## config.mk

```make
export PLATFORM = sky130hd
export DESIGN_NAME = lpm_burst_ctrl
export DESIGN_NICKNAME = d
export VERILOG_FILES = /design/src/rtl/lpm_pkg.sv /design/src/rtl/lpm_interval_timer.sv /design/src/rtl/lpm_mode_fsm.sv /design/src/rtl/lpm_burst_ctrl.sv
export SDC_FILE = /design/constraint.sdc
export NUM_CORES = 1
export LEC_CHECK = 0
export BUFFER_PORTS_ARGS = -buffer_cell sky130_fd_sc_hd__buf_2
export CAP_MARGIN = 10
export CORE_MARGIN = 2
export CORE_UTILIZATION = 59
export DETAILED_ROUTE_END_ITERATION = 12
export PLACE_DENSITY = 0.85
export RECOVER_POWER = 100
export SETUP_SLACK_MARGIN = 0.1
export SLEW_MARGIN = 25
export SYNTH_ARGS = -nofsm -noshare
export SYNTH_HDL_FRONTEND = slang
export SYNTH_SLANG_ARGS = --single-unit
```

## constraint.sdc

```tcl
create_clock -name clk -period 1.83 [get_ports clk]
set_input_delay 0.2745 -clock clk [delete_from_list [all_inputs] [get_ports clk]]
set_output_delay 0.2745 -clock clk [all_outputs]
set_load 0.02 [all_outputs]
```

## src/rtl/lpm_pkg.sv

```systemverilog
// Shared types for the light-load burst mode controller.
package lpm_pkg;
    // Operating tiers of the controller.
    typedef enum logic [1:0] {
        ST_RUN  = 2'd0,   // switching permitted
        ST_HOLD = 2'd1,   // burst pause, switching off, entry timer running
        ST_DEEP = 2'd2,   // deep sleep tier, reduced supply
        ST_WAKE = 2'd3    // counted wake delay before switching resumes
    } lpm_state_e;
endpackage

```

## src/rtl/lpm_interval_timer.sv

```systemverilog
// Saturating interval counter.
// Counts edges while run is high and clears whenever clr is high (clr wins).
// expired is high once LIMIT-1 is reached, so with run held, expiry is
// seen after LIMIT-1 counting edges. Assumes LIMIT >= 1.
module lpm_interval_timer #(
    parameter int LIMIT = 4,
    localparam int W = (LIMIT > 1) ? $clog2(LIMIT) : 1
) (
    input  logic clk,
    input  logic rst_n,
    input  logic clr,
    input  logic run,
    output logic expired
);
    logic [W-1:0] cnt;

    // Counter update: clear, count up, hold at the limit.
    always_ff @(posedge clk) begin
        if (!rst_n || clr) begin
            cnt <= '0;
        end else if (run && (cnt != W'(LIMIT - 1))) begin
            cnt <= cnt + 1'b1;
        end
    end

    // Expiry flag.
    always_comb begin
        expired = (cnt == W'(LIMIT - 1));
    end
endmodule

```

## src/rtl/lpm_mode_fsm.sv

```systemverilog
// Tier sequencer for the burst mode controller.
// Assumes flags are synchronous to clk. fb_high wins over fb_low.
// Timer expiries come from external interval timers.
module lpm_mode_fsm
    import lpm_pkg::*;
(
    input  logic       clk,
    input  logic       rst_n,
    input  logic       fb_low,
    input  logic       fb_high,
    input  logic       entry_exp,
    input  logic       wake_exp,
    output lpm_state_e state,
    output logic       sw_en,
    output logic       deep_burst
);
    lpm_state_e state_nx;
    logic       low_only;

    // Low request counts only when the high flag is absent.
    always_comb begin
        low_only = fb_low && !fb_high;
    end

    // Next-tier decision.
    always_comb begin
        state_nx = state;
        unique case (state)
            ST_RUN:  if (low_only) state_nx = ST_HOLD;
            ST_HOLD: begin
                if (fb_high)                    state_nx = ST_RUN;
                else if (fb_low && entry_exp)   state_nx = ST_DEEP;
            end
            ST_DEEP: if (fb_high)  state_nx = ST_WAKE;
            ST_WAKE: if (wake_exp) state_nx = ST_RUN;
            default: state_nx = ST_RUN;
        endcase
    end

    // Tier register.
    always_ff @(posedge clk) begin
        if (!rst_n) state <= ST_RUN;
        else        state <= state_nx;
    end

    // Output decode from the registered tier.
    always_comb begin
        sw_en      = (state == ST_RUN);
        deep_burst = (state == ST_DEEP);
    end
endmodule

```

## src/rtl/lpm_burst_ctrl.sv

```systemverilog
// Light-load burst mode controller (top).
// Gates switching with hysteresis on two feedback flags, enters a deep
// sleep tier after a sustained low interval and leaves it through a
// counted wake delay. Requests the minimum peak current while switching
// with feedback under the minimum-peak level.
// Assumes all flags are already synchronous to clk.
module lpm_burst_ctrl
    import lpm_pkg::*;
#(
    parameter int CLK_MHZ  = 125,
    parameter int ENTRY_US = 640,
    parameter int WAKE_US  = 25
) (
    input  logic clk,
    input  logic rst_n,
    input  logic fb_low,
    input  logic fb_high,
    input  logic fb_imin,
    output logic sw_en,
    output logic deep_burst,
    output logic imin_clamp
);
    localparam int ENTRY_CYCLES = ENTRY_US * CLK_MHZ;
    localparam int WAKE_CYCLES  = WAKE_US * CLK_MHZ;

    lpm_state_e state;
    logic entry_run, entry_exp;
    logic wake_run, wake_exp;
    logic imin_q;

    // Timer controls: entry counts low samples in the pause tier only.
    always_comb begin
        entry_run = (state == ST_HOLD) && fb_low && !fb_high;
        wake_run  = (state == ST_WAKE);
    end

    lpm_interval_timer #(.LIMIT(ENTRY_CYCLES)) u_entry_tmr (
        .clk     (clk),
        .rst_n   (rst_n),
        .clr     (!entry_run),
        .run     (entry_run),
        .expired (entry_exp)
    );

    lpm_interval_timer #(.LIMIT(WAKE_CYCLES)) u_wake_tmr (
        .clk     (clk),
        .rst_n   (rst_n),
        .clr     (!wake_run),
        .run     (wake_run),
        .expired (wake_exp)
    );

    lpm_mode_fsm u_fsm (
        .clk        (clk),
        .rst_n      (rst_n),
        .fb_low     (fb_low),
        .fb_high    (fb_high),
        .entry_exp  (entry_exp),
        .wake_exp   (wake_exp),
        .state      (state),
        .sw_en      (sw_en),
        .deep_burst (deep_burst)
    );

    // Register the minimum-peak flag.
    always_ff @(posedge clk) begin
        if (!rst_n) imin_q <= 1'b0;
        else        imin_q <= fb_imin;
    end

    // Clamp request only matters while switching.
    always_comb begin
        imin_clamp = imin_q && sw_en;
    end
endmodule

```

==> results list <==
- Via count of the first global-routing pass: 1636
- In the final routed layout, each cell accounts on average for 16.0 um.
- IR analysis of the VDD net gives a maximum drop of 0.725 mV.
* Number of max-slew violations in the final report: 0
- Setup repair after global routing missed its margin: true
* Cell family with most CP delay: simple AND/OR/NAND/NOR gates
- Setup violations remaining at the end of the flow were counted as 0.
- STA classifies the critical path startpoint as a flop.
* DRC errors left: 0
- The most used flip-flop cell after synthesis is sky130_fd_sc_hd__dfxtp_1.
* CTS tree: built
- Most common cell after layout, fill and taps aside: sky130_fd_sc_hd__dfxtp_1
* Number of rows created at floorplan: 19
- Dividing total power by cell area gives a power density of 658 mW/mm^2.
- Die Ht: approximately 57 um
- Summing the areas of all and, or, nand and nor instances in the mapped netlist gives about a third of the synthesized area.
- Setup CP Type: reg -> reg
- Wire length of the first global-routing pass: 6970 um
- For the pin with the worst max-slew slack, the measured transition is about 0.50 ns.
- For the worst-skew pair, the clock arrives at the later sink with an insertion delay of between 0.3 and 0.4 ns.
* Routed Antenna Nets: 0
* Hold Startpoint: fb_imin
- Area of combinational cells with multiple inputs: 975 um^2
* Fillers: 205
- For this design, the CTS-stage hold fixing added 0 buffers.
- The number of hold violations in the final report was 0.
* Global Route Usage Sum: ~28%
- Highest attainable clock frequency: 559 MHz
* Average vias per placed instance: 6.39
- Buffers placed on the I/O ports in this run total 7.
* # Max-Cap Violations: 0
- Counting flops with an async set or reset pin after synthesis yields a share of 0%.
- DRC marker count from the first detailed-route iteration: 146
- STA classifies the critical path endpoint as a flop.
* Register bit total from synthesis: 32
* Top cells by area, synth: sky130_fd_sc_hd__dfxtp_1 39%, sky130_fd_sc_hd__a21oi_1 4.9%, sky130_fd_sc_hd__nand3_1 4.3%
- After synthesis, the largest family of logic cells by area is simple AND/OR/NAND/NOR gates.
* Register-to-Register Setup Slack: 0.04 ns
- IO Count: 8
* Overflow left after global routing: 0
- Routability-driven placement finished with a final weighted congestion of a little under 0.9.
* Leakage dissipation: 0.625 nW
* Layout-stage area growth over the synthesis result: 19.0%
- Worst hold path depth: 2
* Post-synthesis compound-gate area fraction: ~17%
* Number of instances in the placed design: 237
- Of the cells placed in the final design, the portion with a size suffix greater than 1 is 23.2%.
- Status: finished clean
- CP arrival: a little over 2 ns
- Worst Hold Endpoint: imin_q
* Total nets after synthesis: 200
- The first detailed-routing pass took 5 iterations.
- Footprint of the flip-flops and latches: 649 um^2
* Number of distinct standard cells referenced by the synthesized netlist: 41
- Cell chosen for the clock root: sky130_fd_sc_hd__clkbuf_4
- Final Cycle Share: 97.7%
- From left edge to right edge, the die measures 56.6 um.
* Pin count of the biggest net entering global routing: 14
- Relative slew margins: 66.4%
* Cells on worst reg2reg path: 5
- Across all hold checks on the routed design, the worst slack comes to 0.147 ns.
- The cell area that synthesis handed to floorplanning was approximately 0.0016 mm^2.
- H-Tree Level Count: 2
- Initial core utilization: 60.7%
* Tightest Hold Check Type: in -> reg
- Count of flip-flops with a built-in enable after synthesis: 0
- Critical register-to-register path endpoint: u_entry_tmr.cnt[15]
- Final Routed Wirelength: roughly 4000 um
- The synthesized design spends more area on one cell type than any other, namely sky130_fd_sc_hd__dfxtp_1.
- The largest single stage delay on the critical path is 0.56 ns.
- Largest buffer count on any clock path: 2
* Number of non-filler instances in the completed layout: around 250
- In this run the worst path has a maximum fanout of 3.
* Parity-gate share of the synthesized area counting xor and xnor cells: 3.76%
* CTS buffer count: 5
* Initial antenna violation count: 0
- The worst register-to-register path begins at u_entry_tmr.cnt[7].
- Most frequent cells in the layout: 25 x sky130_fd_sc_hd__dfxtp_1, 16 x sky130_fd_sc_hd__nor2_1, 16 x sky130_fd_sc_hd__buf_4, 15 x sky130_fd_sc_hd__a21oi_1, 12 x sky130_fd_sc_hd__nand3_1
- Adder and majority cell fraction of the synthesized area: 2.30%
- Mapped Avg Cell Area: 8.49 um^2
- Overall die area: about 0.0032 mm^2
* Detailed-route via count: 1604
- 0 antenna diodes ended up in the layout.
- Number of clock sinks seen by CTS: 32
- Share of Yosys cell area claimed by the top area cell type: 39.3%
- The slowest stage of the critical path belongs to the cell sky130_fd_sc_hd__or4b_4.
- For this run, the post-layout net count is between 200 and 250.
- Counting both buffers and inverters, the worst setup path holds a total of 1.
- Fin Clk Skew: 0.0103 ns
- Std-Cell Core Area: 0.00269 mm^2
* Count of mapped cells out of synthesis: between 150 and 200
- Share of synthesized area spent on multiplexers: approximately 1.2%
- Final HPWL from detailed placement: around 2600 um
- Warnings from Yosys: 0
- For the finished layout, the period the worst path requires is about 1.8 ns.
- Data on the critical path is required at its endpoint by 2.06 ns.
- Sequential cell area fraction in the yosys report: about two fifths
- Clock-pin slew was measured on the worst setup and hold paths at 0.11 ns.
- Traced cell by cell, the critical path runs through or4b_4 > nor4_4 > buf_4 > nor4_1 > o21a_1.
## where the power goes
group	leakage, nW	internal, mW	switching [mW]
Clock	0.0412	0.285	0.256
Sequential	0.262	0.699	0.00115
Combinational	0.322	0.0136	0.0222
Total	0.625	0.997	0.280
## worst max path at each step
stage / startpoint / to / slack [ns] / depth (start not counted)
floorplan: u_entry_tmr.cnt[7] / u_entry_tmr.cnt[15] / 0.16 / 4
global placement: u_entry_tmr.cnt[10] / u_entry_tmr.cnt[13] / 0.08 / 4
detailed placement: u_entry_tmr.cnt[11] / u_entry_tmr.cnt[7] / 0.02 / 4
CTS: u_entry_tmr.cnt[1] / u_fsm.state[0] / 0.1 / 5
global route: u_entry_tmr.cnt[7] / u_entry_tmr.cnt[9] / -0.01 / 5
finish: u_entry_tmr.cnt[7] / u_entry_tmr.cnt[15] / 0.04 / 5
## per-stage QoR
stage / power, mW / setup TNS, ns / instance area (um^2) / setup WS [ns] / utilization [%]
final: 1.28 / 0 / 1940 / 0.0424 / 72.2
after global routing: 1.32 / -0.0163 / 1940 / -0.0106 / 72.2
after CTS: 1.28 / 0 / 1910 / 0.0969 / 71.2
after detailed placement: 0.751 / 0 / 1770 / 0.0183 / 65.9
after global placement: 0.750 / 0 / 1770 / 0.0817 / 65.9
after floorplan: 0.735 / 0 / 1630 / 0.160 / -
## registers in the layout, indices dropped and copies added (netlist names), named ones only
register,cells
u_entry_tmr.cnt,17
u_wake_tmr.cnt,12
imin_q,1
u_fsm.state,1
## timing repair
item | 4_1_cts | 5_1_grt
endpoints found under the setup margin | 11 | 14
gates resized for setup | 6 | 14
pin swaps | 2 | 4
setup buffers | 5 | 1
## layout make-up
type                    count  share of cell area, %
inverters                  10                   1.94
well taps                  31                   2.00
multi-input cells         145                   50.3
clock inverters             3                   2.19
flip-flops and latches     32                   33.5
repair buffers             25                   8.19
clock buffers               5                   1.94
## synth_stat cells (2+ instances only)
cell and instances:
sky130_fd_sc_hd__and4_1 3, sky130_fd_sc_hd__inv_1 10, sky130_fd_sc_hd__a21oi_1 16, sky130_fd_sc_hd__a31oi_1 5, sky130_fd_sc_hd__o21a_1 2, sky130_fd_sc_hd__xnor2_1 7, sky130_fd_sc_hd__mux2i_1 2, sky130_fd_sc_hd__nor2_1 16
sky130_fd_sc_hd__nor4b_1 2, sky130_fd_sc_hd__ha_1 3, sky130_fd_sc_hd__nor4_1 2, sky130_fd_sc_hd__nand2_1 11, sky130_fd_sc_hd__or4b_1 2, sky130_fd_sc_hd__or3_1 3, sky130_fd_sc_hd__nand4_1 6, sky130_fd_sc_hd__and3_1 3
sky130_fd_sc_hd__clkbuf_1 3, sky130_fd_sc_hd__nand3_1 14, sky130_fd_sc_hd__o21ai_0 6, sky130_fd_sc_hd__and2_1 4, sky130_fd_sc_hd__o31ai_1 8, sky130_fd_sc_hd__nor3_1 7, sky130_fd_sc_hd__dfxtp_1 32, sky130_fd_sc_hd__or4_1 8
## worst reg2reg max path: cells and delay by family, from the launching register on
| kind | cells | cell delay (ns) |
|---|---|---|
| simple gates | 3 | 0.97 |
| flops | 1 | 0.34 |
| compound gates | 1 | 0.19 |
| buf+inv | 1 | 0.17 |
## routing by layer
metal / part of all wire [%] / GRT usage [%]
met1: 42 / 32.5
met2: 49 / 45.3
met3: 6.1 / 8.06
met4: 2.7 / 14.3
met5: 0 / 0
## cell families (layout without fill, tap and decap cells)
kind of cell,after synthesis,count (layout)
DFF,32,32
xor gates and xnor gates,7,7
AOI/OAI and AO/OA,44,44
muxes,2,2
and+or+nand+nor,89,89
adders and majority gates,3,3
buffers and inverters,15,43
Note: power is estimated with default switching activity, not from simulation.
